===== config.mk =====
export PLATFORM = sky130hd
export DESIGN_NAME = evt_retx_sched
export DESIGN_NICKNAME = d
export VERILOG_FILES = /design/src/rtl/retx_pkg.sv /design/src/rtl/retx_change_track.sv /design/src/rtl/retx_interval_timer.sv /design/src/rtl/retx_send_gate.sv /design/src/rtl/evt_retx_sched.sv
export SDC_FILE = /design/constraint.sdc
export NUM_CORES = 1
export LEC_CHECK = 0
export BUFFER_PORTS_ARGS = -buffer_cell sky130_fd_sc_hd__buf_2
export CAP_MARGIN = 20
export CORE_ASPECT_RATIO = 1.5
export CORE_MARGIN = 2
export CORE_UTILIZATION = 53
export DETAILED_ROUTE_END_ITERATION = 6
export GPL_TIMING_DRIVEN = 0
export HOLD_SLACK_MARGIN = 0.08
export PLACE_DENSITY = 0.79
export SETUP_SLACK_MARGIN = 0.4
export SKIP_CTS_REPAIR_TIMING = 1
export SLEW_MARGIN = 40
export SYNTH_ARGS = -nofsm -noshare
export SYNTH_HDL_FRONTEND = slang
export SYNTH_HIERARCHICAL = 1
export SYNTH_SLANG_ARGS = --single-unit

===== constraint.sdc =====
create_clock -name clk -period 3.4 [get_ports clk]
set_input_delay 0.51 -clock clk [delete_from_list [all_inputs] [get_ports clk]]
set_output_delay 0.51 -clock clk [all_outputs]
set_load 0.02 [all_outputs]

===== src/rtl/retx_pkg.sv =====
// Package retx_pkg
// Shared helper for the retransmission scheduler: the gap length in ticks
// for a given position in the repeat burst.
// Assumes first >= 1 and hb >= first.
package retx_pkg;

    // Gap for burst position idx: first doubled idx times, capped at hb.
    function automatic int unsigned burst_gap(input int unsigned idx,
                                              input int unsigned first,
                                              input int unsigned steps,
                                              input int unsigned hb);
        int unsigned g;
        if (idx >= steps) begin
            return hb;
        end
        g = first << idx;
        return (g > hb) ? hb : g;
    endfunction

endpackage


===== src/rtl/retx_change_track.sv =====
// Module retx_change_track
// Holds the published snapshot of the status word and the change counter.
// Flags a change whenever the live word differs from the snapshot, and takes
// the new word and advances the counter at the same edge.
// Assumes status_in is synchronous to clk.
module retx_change_track #(
    parameter int STATUS_W = 16,
    parameter int STN_W    = 16
) (
    input  logic                clk,
    input  logic                rst_n,
    input  logic [STATUS_W-1:0] status_in,
    output logic                change,
    output logic [STATUS_W-1:0] snapshot,
    output logic [STN_W-1:0]    state_num
);

    // Compare the live word against the published snapshot.
    always_comb begin
        change = (status_in != snapshot);
    end

    // Capture a new snapshot and count the change.
    always_ff @(posedge clk) begin
        if (!rst_n) begin
            snapshot  <= '0;
            state_num <= '0;
        end else if (change) begin
            snapshot  <= status_in;
            state_num <= state_num + 1'b1;
        end
    end

endmodule


===== src/rtl/retx_interval_timer.sv =====
// Module retx_interval_timer
// Counts millisecond ticks within the current gap and raises 'due' on the
// tick that completes the gap, then moves to the next, longer gap. A restart
// (status change) returns to the first gap with the count cleared.
// Assumes tick is a single-cycle pulse and restart wins over tick.
module retx_interval_timer
    import retx_pkg::*;
#(
    parameter int FIRST_MS     = 4,
    parameter int BURST_STEPS  = 5,
    parameter int HEARTBEAT_MS = 100
) (
    input  logic clk,
    input  logic rst_n,
    input  logic tick,
    input  logic restart,
    output logic due
);

    localparam int STEP_W  = $clog2(BURST_STEPS + 1);
    localparam int N_SLOTS = 1 << STEP_W;
    localparam int CNT_W   = $clog2(HEARTBEAT_MS + 1);
    localparam logic [STEP_W-1:0] LAST_STEP = STEP_W'(BURST_STEPS);

    logic [CNT_W-1:0]  gap_tab [N_SLOTS];
    logic [STEP_W-1:0] step;
    logic [CNT_W-1:0]  elapsed;
    logic [CNT_W-1:0]  gap_now;
    logic              hit;

    // One constant gap per burst position; unused slots hold the heartbeat.
    for (genvar k = 0; k < N_SLOTS; k++) begin : g_gap
        assign gap_tab[k] = CNT_W'(burst_gap(k, FIRST_MS, BURST_STEPS, HEARTBEAT_MS));
    end

    // Select the active gap and detect the tick that closes it.
    always_comb begin
        gap_now = gap_tab[step];
        hit     = tick && (elapsed == gap_now - 1'b1);
        due     = hit && !restart;
    end

    // Advance the tick count and the burst position.
    always_ff @(posedge clk) begin
        if (!rst_n) begin
            step    <= LAST_STEP;
            elapsed <= '0;
        end else if (restart) begin
            step    <= '0;
            elapsed <= '0;
        end else if (tick) begin
            if (hit) begin
                elapsed <= '0;
                step    <= (step == LAST_STEP) ? step : step + 1'b1;
            end else begin
                elapsed <= elapsed + 1'b1;
            end
        end
    end

endmodule


===== src/rtl/retx_send_gate.sv =====
// Module retx_send_gate
// Keeps one pending-send flag, releases it as a one-cycle strobe when the
// downstream is ready, and numbers the copies sent since the last change.
// Assumes change and due arrive as single-cycle requests; requests landing
// while a send is pending merge into that send.
module retx_send_gate #(
    parameter int SEQ_W = 16
) (
    input  logic             clk,
    input  logic             rst_n,
    input  logic             change,
    input  logic             due,
    input  logic             tx_ready,
    output logic             send_pulse,
    output logic [SEQ_W-1:0] seq_num
);

    logic pending;

    // Strobe only while a send is pending and the downstream can take it.
    always_comb begin
        send_pulse = pending && tx_ready;
    end

    // Track the pending request and the copy number.
    always_ff @(posedge clk) begin
        if (!rst_n) begin
            pending <= 1'b0;
            seq_num <= '0;
        end else begin
            pending <= change || due || (pending && !tx_ready);
            if (change) begin
                seq_num <= '0;
            end else if (send_pulse) begin
                seq_num <= seq_num + 1'b1;
            end
        end
    end

endmodule


===== src/rtl/evt_retx_sched.sv =====
// Module evt_retx_sched (top)
// Schedules publications of a status word: a keep-alive every heartbeat,
// an immediate send on change, then repeats with doubling gaps up to the
// heartbeat. Gaps are counted in external millisecond ticks.
// Assumes all inputs are synchronous to clk.
module evt_retx_sched #(
    parameter int STATUS_W     = 16,
    parameter int STN_W        = 16,
    parameter int SEQ_W        = 16,
    parameter int FIRST_MS     = 4,
    parameter int BURST_STEPS  = 5,
    parameter int HEARTBEAT_MS = 100
) (
    input  logic                clk,
    input  logic                rst_n,
    input  logic                tick_ms,
    input  logic [STATUS_W-1:0] status_in,
    input  logic                tx_ready,
    output logic                send_pulse,
    output logic [STATUS_W-1:0] send_status,
    output logic [STN_W-1:0]    state_num,
    output logic [SEQ_W-1:0]    seq_num
);

    logic change;
    logic due;

    retx_change_track #(
        .STATUS_W (STATUS_W),
        .STN_W    (STN_W)
    ) u_track (
        .clk       (clk),
        .rst_n     (rst_n),
        .status_in (status_in),
        .change    (change),
        .snapshot  (send_status),
        .state_num (state_num)
    );

    retx_interval_timer #(
        .FIRST_MS     (FIRST_MS),
        .BURST_STEPS  (BURST_STEPS),
        .HEARTBEAT_MS (HEARTBEAT_MS)
    ) u_timer (
        .clk     (clk),
        .rst_n   (rst_n),
        .tick    (tick_ms),
        .restart (change),
        .due     (due)
    );

    retx_send_gate #(
        .SEQ_W (SEQ_W)
    ) u_gate (
        .clk        (clk),
        .rst_n      (rst_n),
        .change     (change),
        .due        (due),
        .tx_ready   (tx_ready),
        .send_pulse (send_pulse),
        .seq_num    (seq_num)
    );

endmodule


==> results_dict.tcl <==
set metrics [dict create \
    worst_slew_pin_slew_ns 0.459 \
    synth_area_per_cell_sq_um 9.00 \
    initial_core_util 0.540 \
    ys_warn_count 6 \
    portBuffers 68 \
    via_per_inst 5.45 \
    criticalPathCategory "reg -> reg" \
    syn_inst 322 \
    ys_ff_latch 59 \
    grt_max_degree 11 \
    finalHoldWorstSlack_ns 0.408 \
    status "complete, no violations" \
    finalHoldViolCount 0 \
    routedWlPerCell_um 13.2 \
    hpwlAfterDp_um 4580 \
    grt_pass1_wl_um 10300 \
    worstPathRequired_ns 3.67 \
    antenna_found_initial 0 \
    path_clk_slew_ns 0.06 \
    fill_cells 477 \
    cp_max_fo 10 \
    final_cell_mix "buf_2 (68), dfxtp_1 (59), nand2_1 (25)" \
    syn_area_sq_um 2900 \
    pin_count 69 \
    maxCapViolCount 0 \
    dr.pass1.iters 4 \
    postRouteAntennaNets 0 \
    seqCellArea_sq_um 1180 \
    cpPeakStageDelay_ns 0.57 \
    die_height_um 94.5 \
    slew_violations 0 \
    clock_path_buffers 2 \
    clock-sinks 59 \
    synth-edff-count 0 \
    fin_area_sq_um 3520 \
    power.leakage_nw 1.37 \
    clock-root-buffer "clkbuf_8" \
    rsz0062_at_grt "false" \
    period_share 0.806 \
    drcViolationCount 0 \
    cts_buffers 9 \
    synthArstFlopShare 0 \
    setup_tns_ns 0 \
    insertion_delay_ns 0.32 \
    coreArea_sq_um 5370 \
    synth_cell_types 38 \
    fin_util 0.656 \
    die_w_um 64.4 \
    wl_um 6300 \
    rows 33 \
    cp.arrival_ns 3.01 \
    cts_tree "yes" \
    setup_viol 0 \
    peakVddDrop_v 0.000302 \
    path_cells "inv_1 > ha_1 > nand2_1 > o21ai_0 > ha_1 > xnor2_1 > xnor2_1 > nor3_1 > o211ai_2 > or4_1 > nand2_1" \
    crit_start "u_timer/step[0]" \
    layout.nets 430 \
    gp_congestion 0.831 \
    die-area_sq_um 6080 \
    drt_iter0_drc 94 \
    h-tree-depth 3 \
    grtUsageTotal 0.212 \
    grt_pass1_vias 2357 \
    clock_skew_ns 0.00588 \
    min_path_type "in -> reg" \
    place_area_sq_um 3320 \
    relSlewSlack 0.692 \
    synth_fp_nets 351 \
    post-route-min-period_ns 2.74 \
    overflow 0 \
    dr_total_vias 2595 \
    synth_ff_type "dfxtp_1" \
    syn_to_final_growth_pct 21.5 \
    endpoint_kind "register" \
    startpoint_type "register" \
    multiInputGateArea_sq_um 1610 \
    drive_above_1_share 0.241 \
    r2r-start "u_timer/step[0]" \
    slowest_stage "or4_1" \
    powerDensity_nw_per_um2 413 \
    final_common_cell "buf_2" \
    hp-start "status_in[3]" \
    fmax_ghz 0.365 \
    yosysSeqAreaShare 0.408 \
    diodes 0 \
]
==> worst paths after layout <==
kind                          to  slack [ns]  cells past startpoint
min reg2reg   u_gate/seq_num[15]        0.48                      2
max reg2reg      u_timer/step[1]        0.66                     11
min          u_track/snapshot[3]        0.41                      2
max              u_timer/step[1]        0.66                     11
==> where the power goes <==
group | switching, W | internal [W]
clock | 0.000255 | 0.000359
sequential | 0.0000122 | 0.000707
combinational | 0.0000664 | 0.0000542
total | 0.000333 | 0.00112
==> worst max-delay path: cells and delay by family (launching register included) <==
kind / cells / cell delay [ns]
compound gates: 2 / 0.40
xor+xnor: 2 / 0.27
fa+ha+maj: 2 / 0.53
buf+inv: 1 / 0.12
flops: 1 / 0.38
simple gates: 4 / 0.98
==> state kept, by name, summed over array words and instances, names as in the netlist <==
register,flops
u_track/snapshot,16
u_track/state_num,16
u_gate/pending,1
u_timer/step,3
u_gate/seq_num,16
u_timer/elapsed,7
==> Yosys cell counts (2+ instances only) <==
library cell  count  area [sq um]
or4b_1            2          20.0
nand2_1          25          93.8
inv_1             9          33.8
ha_1              9           113
or3_2             7          52.6
or4_1             8          60.1
buf_6             3          33.8
and2_1           18           113
o31ai_1           7          52.6
nand2b_1          7          43.8
nor2b_1           6          37.5
nand4_1          14          87.6
or3_1             3          18.8
o21ai_0          14          70.1
dfxtp_1          59          1180
mux2i_1           2          20.0
nor2_1           20          75.1
nor3_1            8          40.0
clkbuf_1          8          30.0
xnor2_1          25           219
a21oi_1          22           110
and3_1            3          18.8
nor4b_1           2          17.5
and4_1            3          26.3
xor2_1           12           105
o311ai_0          4          35.0
nand3_1          11          55.1
==> per-layer routing <==
layer	vias to the layer above	global-route usage	wire, um	share of wire
met1	1233	0.237	2610	0.41
met2	55	0.388	3370	0.53
met3	6	0.0441	259	0.041
met5	-	0	0	0
li1	1301	-	-	-
met4	0	0.0851	57	0.0091
==> area by class of cell <==
cell class              count  share of cell area
multi-input cells         242               0.458
flip-flops and latches     59               0.336
repair buffers             68              0.0967
clock buffers              14              0.0434
well taps                  70              0.0249
plain buffers              12              0.0224
clock inverters             2             0.00995
inverters                   9             0.00960
==> stage by stage <==
| stage | power (W) | setup WS, ns | cells |
|---|---|---|---|
| finish | 0.00145 | 0.661 | 476 |
| global route | 0.00150 | 0.499 | 476 |
| CTS | 0.00146 | 0.576 | 476 |
| detailed placement | 0.000853 | 0.635 | 460 |
| global placement | 0.000849 | 0.721 | 460 |
| floorplan | 0.000811 | 1.00 | 322 |
==> kinds of logic (layout without fill, tap and decap cells) <==
family / count (synthesis) / count (layout) / synth area share
multiplexers: 2 / 2 / 0.00691
AND/OR/NAND/NOR: 143 / 143 / 0.284
buffers and inverters: 21 / 105 / 0.0389
XOR/XNOR: 37 / 37 / 0.112
adder cells (fa/ha/maj): 9 / 9 / 0.0389
flip-flops: 59 / 59 / 0.408
AO/OA/AOI/OAI: 51 / 51 / 0.112
Power figures use the tool's default switching activity.
